## src/rtl/tl_st_modulator.sv

```systemverilog
module tl_st_modulator #(
  parameter int PERIOD = 40000,
  parameter int CW     = $clog2(PERIOD + 1)
) (
  input  logic          clk,
  input  logic          rst_n,
  input  logic [3:0]    sector_i,
  input  logic [CW-1:0] t_med_i,
  input  logic [CW-1:0] t_lrg_i,
  input  logic [CW-1:0] t_st_i,
  input  logic [CW-1:0] t_bst_i,
  output logic [2:0]    gate_hi_o,
  output logic [2:0]    gate_mid_o,
  output logic [2:0]    gate_lo_o,
  output logic          boost_p_o,
  output logic          boost_n_o,
  output logic          clamp_o
);

  localparam logic [CW-1:0] TP    = CW'(PERIOD);
  localparam logic [CW-1:0] TLAST = CW'(PERIOD - 1);
  localparam logic [1:0] LN = 2'b00;
  localparam logic [1:0] LO = 2'b01;
  localparam logic [1:0] LP = 2'b10;
  localparam logic [5:0] VZERO = {LO, LO, LO};

  function automatic logic [5:0] med_vec(input logic [2:0] i);
    case (i)
      3'd0:    return {LN, LO, LP};
      3'd1:    return {LN, LP, LO};
      3'd2:    return {LO, LP, LN};
      3'd3:    return {LP, LO, LN};
      3'd4:    return {LP, LN, LO};
      default: return {LO, LN, LP};
    endcase
  endfunction

  function automatic logic [5:0] lrg_vec(input logic [2:0] i);
    case (i)
      3'd1:    return {LN, LP, LP};
      3'd2:    return {LN, LP, LN};
      3'd3:    return {LP, LP, LN};
      3'd4:    return {LP, LN, LN};
      3'd5:    return {LP, LN, LP};
      default: return {LN, LN, LP};
    endcase
  endfunction

  function automatic logic [CW-1:0] umin(input logic [CW-1:0] a, input logic [CW-1:0] b);
    return (a < b) ? a : b;
  endfunction

  logic [CW-1:0] cnt;
  logic          wrap;
  assign wrap = (cnt == TLAST);

  logic          sec_ok;
  logic [2:0]    mi, li_raw, li;
  logic [CW-1:0] tm_c, tl_c, tz, st_c, d0_c, ma, sa, sb;
  logic [CW-1:0] b1_n, b2_n, b3_n, b4_n, ste_n, be_n;
  logic          flag_n;

  assign sec_ok = (sector_i >= 4'd1) && (sector_i <= 4'd12);
  assign mi     = 3'((sector_i - 4'd1) >> 1);
  assign li_raw = 3'(sector_i >> 1);
  assign li     = (li_raw == 3'd6) ? 3'd0 : li_raw;

  assign tm_c = sec_ok ? umin(t_med_i, TP) : '0;
  assign tl_c = sec_ok ? umin(t_lrg_i, TP - tm_c) : '0;
  assign tz   = TP - tm_c - tl_c;
  assign st_c = umin(t_st_i, umin(tz, TLAST));
  assign d0_c = umin(t_bst_i, TLAST - st_c);
  assign ma   = tm_c >> 1;
  assign sa   = st_c >> 1;
  assign sb   = st_c - sa;

  assign b1_n  = tz >> 1;
  assign b2_n  = b1_n + ma;
  assign b3_n  = b2_n + tl_c;
  assign b4_n  = b3_n + (tm_c - ma);
  assign ste_n = TP - sb;
  assign be_n  = sa + d0_c;

  assign flag_n = !sec_ok || (tm_c != t_med_i) || (tl_c != t_lrg_i)
               || (st_c != t_st_i) || (d0_c != t_bst_i);

  logic [CW-1:0] b1_q, b2_q, b3_q, b4_q, sa_q, ste_q, be_q;
  logic [5:0]    mvec_q, lvec_q;
  logic          flag_q;

  logic       st_now;
  logic [5:0] vec;
  logic [2:0] hi_n, mid_n, lo_n;

  assign st_now = (cnt < sa_q) || (cnt >= ste_q);
  assign vec    = ((cnt < b1_q) || (cnt >= b4_q)) ? VZERO :
                  ((cnt < b2_q) || (cnt >= b3_q)) ? mvec_q : lvec_q;

  for (genvar g = 0; g < 3; g++) begin : g_leg
    assign hi_n[g]  = st_now || (vec[2*g +: 2] == LP);
    assign mid_n[g] = st_now || (vec[2*g +: 2] == LO);
    assign lo_n[g]  = st_now || (vec[2*g +: 2] == LN);
  end

  logic bst_n;
  assign bst_n = (cnt >= sa_q) && (cnt < be_q);

  logic bst_q;

  always_ff @(posedge clk or negedge rst_n) begin
    if (!rst_n) begin
      cnt        <= '0;
      b1_q       <= TP;
      b2_q       <= TP;
      b3_q       <= TP;
      b4_q       <= TP;
      sa_q       <= '0;
      ste_q      <= TP;
      be_q       <= '0;
      mvec_q     <= VZERO;
      lvec_q     <= VZERO;
      flag_q     <= 1'b0;
      gate_hi_o  <= '0;
      gate_mid_o <= '0;
      gate_lo_o  <= '0;
      bst_q      <= 1'b0;
      clamp_o    <= 1'b0;
    end else begin
      cnt        <= wrap ? '0 : cnt + 1'b1;
      gate_hi_o  <= hi_n;
      gate_mid_o <= mid_n;
      gate_lo_o  <= lo_n;
      bst_q      <= bst_n;
      clamp_o    <= flag_q;
      if (wrap) begin
        b1_q   <= b1_n;
        b2_q   <= b2_n;
        b3_q   <= b3_n;
        b4_q   <= b4_n;
        sa_q   <= sa;
        ste_q  <= ste_n;
        be_q   <= be_n;
        mvec_q <= med_vec(mi);
        lvec_q <= lrg_vec(li);
        flag_q <= flag_n;
      end
    end
  end

  assign boost_p_o = bst_q;
  assign boost_n_o = bst_q;

endmodule

```

## config.mk

```make
export PLATFORM = sky130hd
export DESIGN_NAME = tl_st_modulator
export DESIGN_NICKNAME = d
export VERILOG_FILES = /design/src/rtl/tl_st_modulator.sv
export SDC_FILE = /design/constraint.sdc
export NUM_CORES = 1
export LEC_CHECK = 0
export ABC_AREA = 1
export BUFFER_PORTS_ARGS = -buffer_cell sky130_fd_sc_hd__buf_2
export CAP_MARGIN = 10
export CORE_UTILIZATION = 40
export DETAILED_ROUTE_END_ITERATION = 8
export RECOVER_POWER = 100
export SLEW_MARGIN = 25
export SYNTH_ARGS = -nofsm -noshare
export SYNTH_HDL_FRONTEND = slang
export SYNTH_SLANG_ARGS = --single-unit
```

## constraint.sdc

```tcl
create_clock -name clk -period 3.7 [get_ports clk]
set_input_delay 0.74 -clock clk [delete_from_list [all_inputs] [get_ports clk]]
set_output_delay 0.74 -clock clk [all_outputs]
set_load 0.005 [all_outputs]
```

==> impl_metrics.csv <==
group,metric,value,unit
global_routing,antenna_found_initial,0,
detailed_routing,drt_first_pass_iters,5,
timing,fin_ws,-7.960,ns
synthesis,synth-compound-area-share,0.1722,
synthesis,synth_adder_area_share,0.2443,
synthesis,synth-edff-count,0,
synthesis,synthFlopType,"dfrtp_1",
synthesis,synth_top_family_by_area,"adder cells",
global_routing,grt_max_degree,129,
floorplanning,dieArea,41270,um2
outcome,run_status,"complete, but fails checks",
global_routing,grt-ovfl-total,0,
timing,hold_violations,0,
setup_path,critPathMostFrequentCell,"buf_6",
floorplanning,die_h,203.2,um
setup_path,cpPeakStageDelay,0.35,ns
finish,nets,3284,
clock_tree,clk_pin_slew,0.06,ns
clock_tree,numCtsBuffers,17,
detailed_routing,postRouteAntennaNets,0,
synthesis,syn_nets,2566,
synthesis,yosysWarnings,0,
timing,fin_crit,11.66,ns
detailed_routing,vias,17210,
setup_path,crit_arrival,11.97,ns
clock_tree,clock_path_buffers,2,
clock_tree,root_buffer,"clkbuf_16",
clock_tree,holdBufCountCts,0,
detailed_routing,routedWlPerCell,16.61,um
setup_path,critPathSlowestCell,"fa_2",
detailed_routing,remaining_drc_errors,0,
timing,rsz0062_at_grt,"true",
synthesis,avgSynthCellArea,7.383,um2
floorplanning,rows,73,
outcome,violations,"capacitance limit, slew limit, setup timing",
min_path,holdPathEnd,"clamp_o",
synthesis,yosysUniqueCellTypes,63,
synthesis,async_flop_share,1.000,
floorplanning,fp.dieW,203.2,um
timing,timing.final.crit_share,3.151,
timing,setup_viol,120,
finish,diodes,0,
setup_path,worstRegToRegCells,25,
setup_path,end_kind,"flip-flop",
placement,hpwl,43.33,mm
synthesis,synthXorXnorAreaFrac,0.04801,
setup_path,r2r_end,"flag_q",
detailed_routing,vias_per_cell,4.990,
floorplanning,coreArea,39820,um2
timing,relSlewSlack,-0.3182,
setup_path,crit_path_start_kind,"input pin",
synthesis,synthSimpleGateAreaFrac,0.1940,
detailed_routing,drt_iter0_markers,934,
min_path,min_delay_path_depth,0,
placement,portBuffers,81,
finish,drive_gt1_frac,0.4287,
synthesis,muxShareOfSynthArea,0,
detailed_routing,drt_wl_total,57.28,mm
synthesis,synthesis.area,16180,um2
clock_tree,cts_sinks,148,
global_routing,grt_pass1_vias,17170,
min_path,hp-class,"flip-flop to flip-flop",
placement,gp_congestion,0.9100,
min_path,hold_path_startpoint,"flag_q",
floorplanning,start_util,0.4064,
setup_path,criticalPathCategory,"input pin to flip-flop",
synthesis,synthCells,2192,
synthesis,synth-seq-area-share,0.2310,
global_routing,grt_first_pass_wirelength,87.85,mm
finish,area_growth,56.00,%
timing,slew_viol_final,105,
setup_path,r2r_setup_slack,-0.40,ns
finish,fillCellCount,3420,
global_routing,grt_usage,0.2723,
clock_tree,cts_tree,"done",
floorplanning,io_pins,82,
setup_path,cp_max_fo,7,
timing,fmax,85.76,MHz
setup_path,r2r-start,"cnt[0]",
timing,finClkSkew,0.01481,ns
setup_path,cp.required,4.01,ns
clock_tree,clock_latency,0.43,ns
synthesis,synth_seq_cells,148,
clock_tree,htreeDepth,4,
timing,worstMarginPinSlew,1.977,ns
run,drv_cap,2,
placement,pre_cts_slack,-8.812,ns
==> flip-flops by register name (all words and copies together) (netlist names) <==
register,cells
b1_q,15
b2_q,16
b3_q,16
b4_q,16
be_q,16
boost_n_o,1
clamp_o,1
cnt,16
flag_q,1
gate_hi_o,3
gate_lo_o,3
gate_mid_o,3
lvec_q,4
mvec_q,6
sa_q,15
ste_q,16
==> layer usage <==
| metal | share of wire | global-route usage | vias up |
|---|---|---|---|
| met3 | 0.044 | 0.03755 | 78 |
| met5 | 0 | 0 | - |
| met1 | 0.46 | 0.3651 | 8176 |
| met2 | 0.47 | 0.4530 | 361 |
| met4 | 0.027 | 0.08324 | 0 |
| li1 | - | - | 8590 |
==> worst max-delay path: cells and delay by family <==
kind            cells  cell delay [ns]
xor+xnor            3             0.60
compound gates     20             2.91
fa+ha+maj          10             2.42
buf+inv            25             2.13
simple gates       33             3.10
==> how the worst max path moves through the flow <==
stage	from	endpoint	slack, ns	depth (start not counted)
global route	sector_i[0]	be_q[14]	-8.62	89
floorplan	t_med_i[7]	be_q[14]	-8.03	94
detailed placement	sector_i[0]	be_q[14]	-8.81	90
finish	sector_i[2]	be_q[8]	-7.96	91
global placement	sector_i[0]	be_q[14]	-8.53	90
CTS	sector_i[0]	be_q[14]	-7.76	90
==> cells in the final DEF, fill, tap and decap left out, types with 28 or more instances in the layout <==
| cell | Yosys | final |
|---|---|---|
| buf_4 | 5 | 577 |
| inv_1 | 403 | 362 |
| nand2_1 | 403 | 336 |
| ha_1 | 284 | 224 |
| nor2_1 | 159 | 124 |
| dfrtp_1 | 120 | 120 |
| a21oi_1 | 144 | 95 |
| o21ai_0 | 172 | 81 |
| nand2_2 | 21 | 74 |
| buf_2 | 0 | 70 |
| o21ai_1 | 9 | 61 |
| buf_6 | 2 | 60 |
| nand3_1 | 69 | 56 |
| ha_4 | 0 | 51 |
| xor2_1 | 63 | 44 |
| inv_2 | 16 | 44 |
| o21ai_2 | 11 | 40 |
| a21oi_2 | 1 | 38 |
| dfstp_2 | 28 | 28 |
==> Yosys cell counts (3+ instances only) <==
| library cell | number | area share |
|---|---|---|
| a2111oi_0 | 5 | 0.0027 |
| a211oi_1 | 13 | 0.0060 |
| a21boi_0 | 5 | 0.0023 |
| a21o_1 | 5 | 0.0023 |
| a21oi_1 | 144 | 0.045 |
| a21oi_4 | 3 | 0.0030 |
| a31oi_1 | 6 | 0.0023 |
| and2_1 | 5 | 0.0019 |
| buf_1 | 3 | 0.00070 |
| buf_4 | 5 | 0.0023 |
| clkbuf_1 | 24 | 0.0056 |
| dfrtp_1 | 120 | 0.19 |
| dfstp_2 | 28 | 0.045 |
| fa_1 | 20 | 0.025 |
| ha_1 | 284 | 0.22 |
| inv_1 | 403 | 0.093 |
| inv_2 | 16 | 0.0037 |
| nand2_1 | 403 | 0.093 |
| nand2_2 | 21 | 0.0081 |
| nand2_4 | 3 | 0.0021 |
| nand3_1 | 69 | 0.021 |
| nand3_2 | 7 | 0.0043 |
| nand4_1 | 17 | 0.0066 |
| nor2_1 | 159 | 0.037 |
| nor2_2 | 6 | 0.0023 |
| nor3_1 | 22 | 0.0068 |
| nor4_1 | 3 | 0.0012 |
| o211ai_1 | 10 | 0.0046 |
| o21a_1 | 15 | 0.0070 |
| o21ai_0 | 172 | 0.053 |
| o21ai_1 | 9 | 0.0028 |
| o21ai_2 | 11 | 0.0060 |
| o21ai_4 | 5 | 0.0050 |
| o21bai_1 | 14 | 0.0065 |
| o221a_2 | 3 | 0.0021 |
| o221ai_1 | 4 | 0.0022 |
| o22ai_1 | 21 | 0.0081 |
| o31ai_1 | 8 | 0.0037 |
| or2_2 | 7 | 0.0027 |
| xnor2_1 | 22 | 0.012 |
| xor2_1 | 63 | 0.034 |
==> through the flow <==
step	hold slack, ns	cells	TNS [ns]	instance area [um2]	utilization
after global placement	0.3695	3291	-526.58	21510	0.5401
final	0.3857	3448	-471.33	25250	0.6340
after CTS	0.3649	3403	-452.29	23940	0.6012
after detailed placement	0.3733	3291	-544.42	21510	0.5401
after floorplan	0.3543	2192	-441.90	16620	-
after global routing	0.4059	3448	-519.17	25250	0.6340
==> cell families after synthesis <==
kind of cell	after synthesis
AND/OR/NAND/NOR	730
AO/OA/AOI/OAI	465
buffers and inverters	458
adder cells (fa/ha/maj)	304
flip-flops	148
XOR/XNOR	87
==> area by class of cell <==
class	count	area, um2	area share
multi-input combinational	1586	12900	0.5109
timing repair buffer	734	5683	0.2251
sequential	148	3739	0.1481
inverter	422	1645	0.06517
tap	525	656.9	0.02602
clock buffer	19	432.9	0.01715
clock inverter	13	182.7	0.007235
timing repair inverter	1	8.758	0.0003469
==> timing repair <==
action / in CTS / in global routing
setup buffers: 82 / 50
endpoints found under the setup margin: 111 / 120
resized for setup: 276 / 247
pin swaps: 121 / 87
cloned: 1 / 0
Power is left out: the tool's default activity adds up to more than one toggle a clock period on the data nets, which glitch-free logic cannot reach.
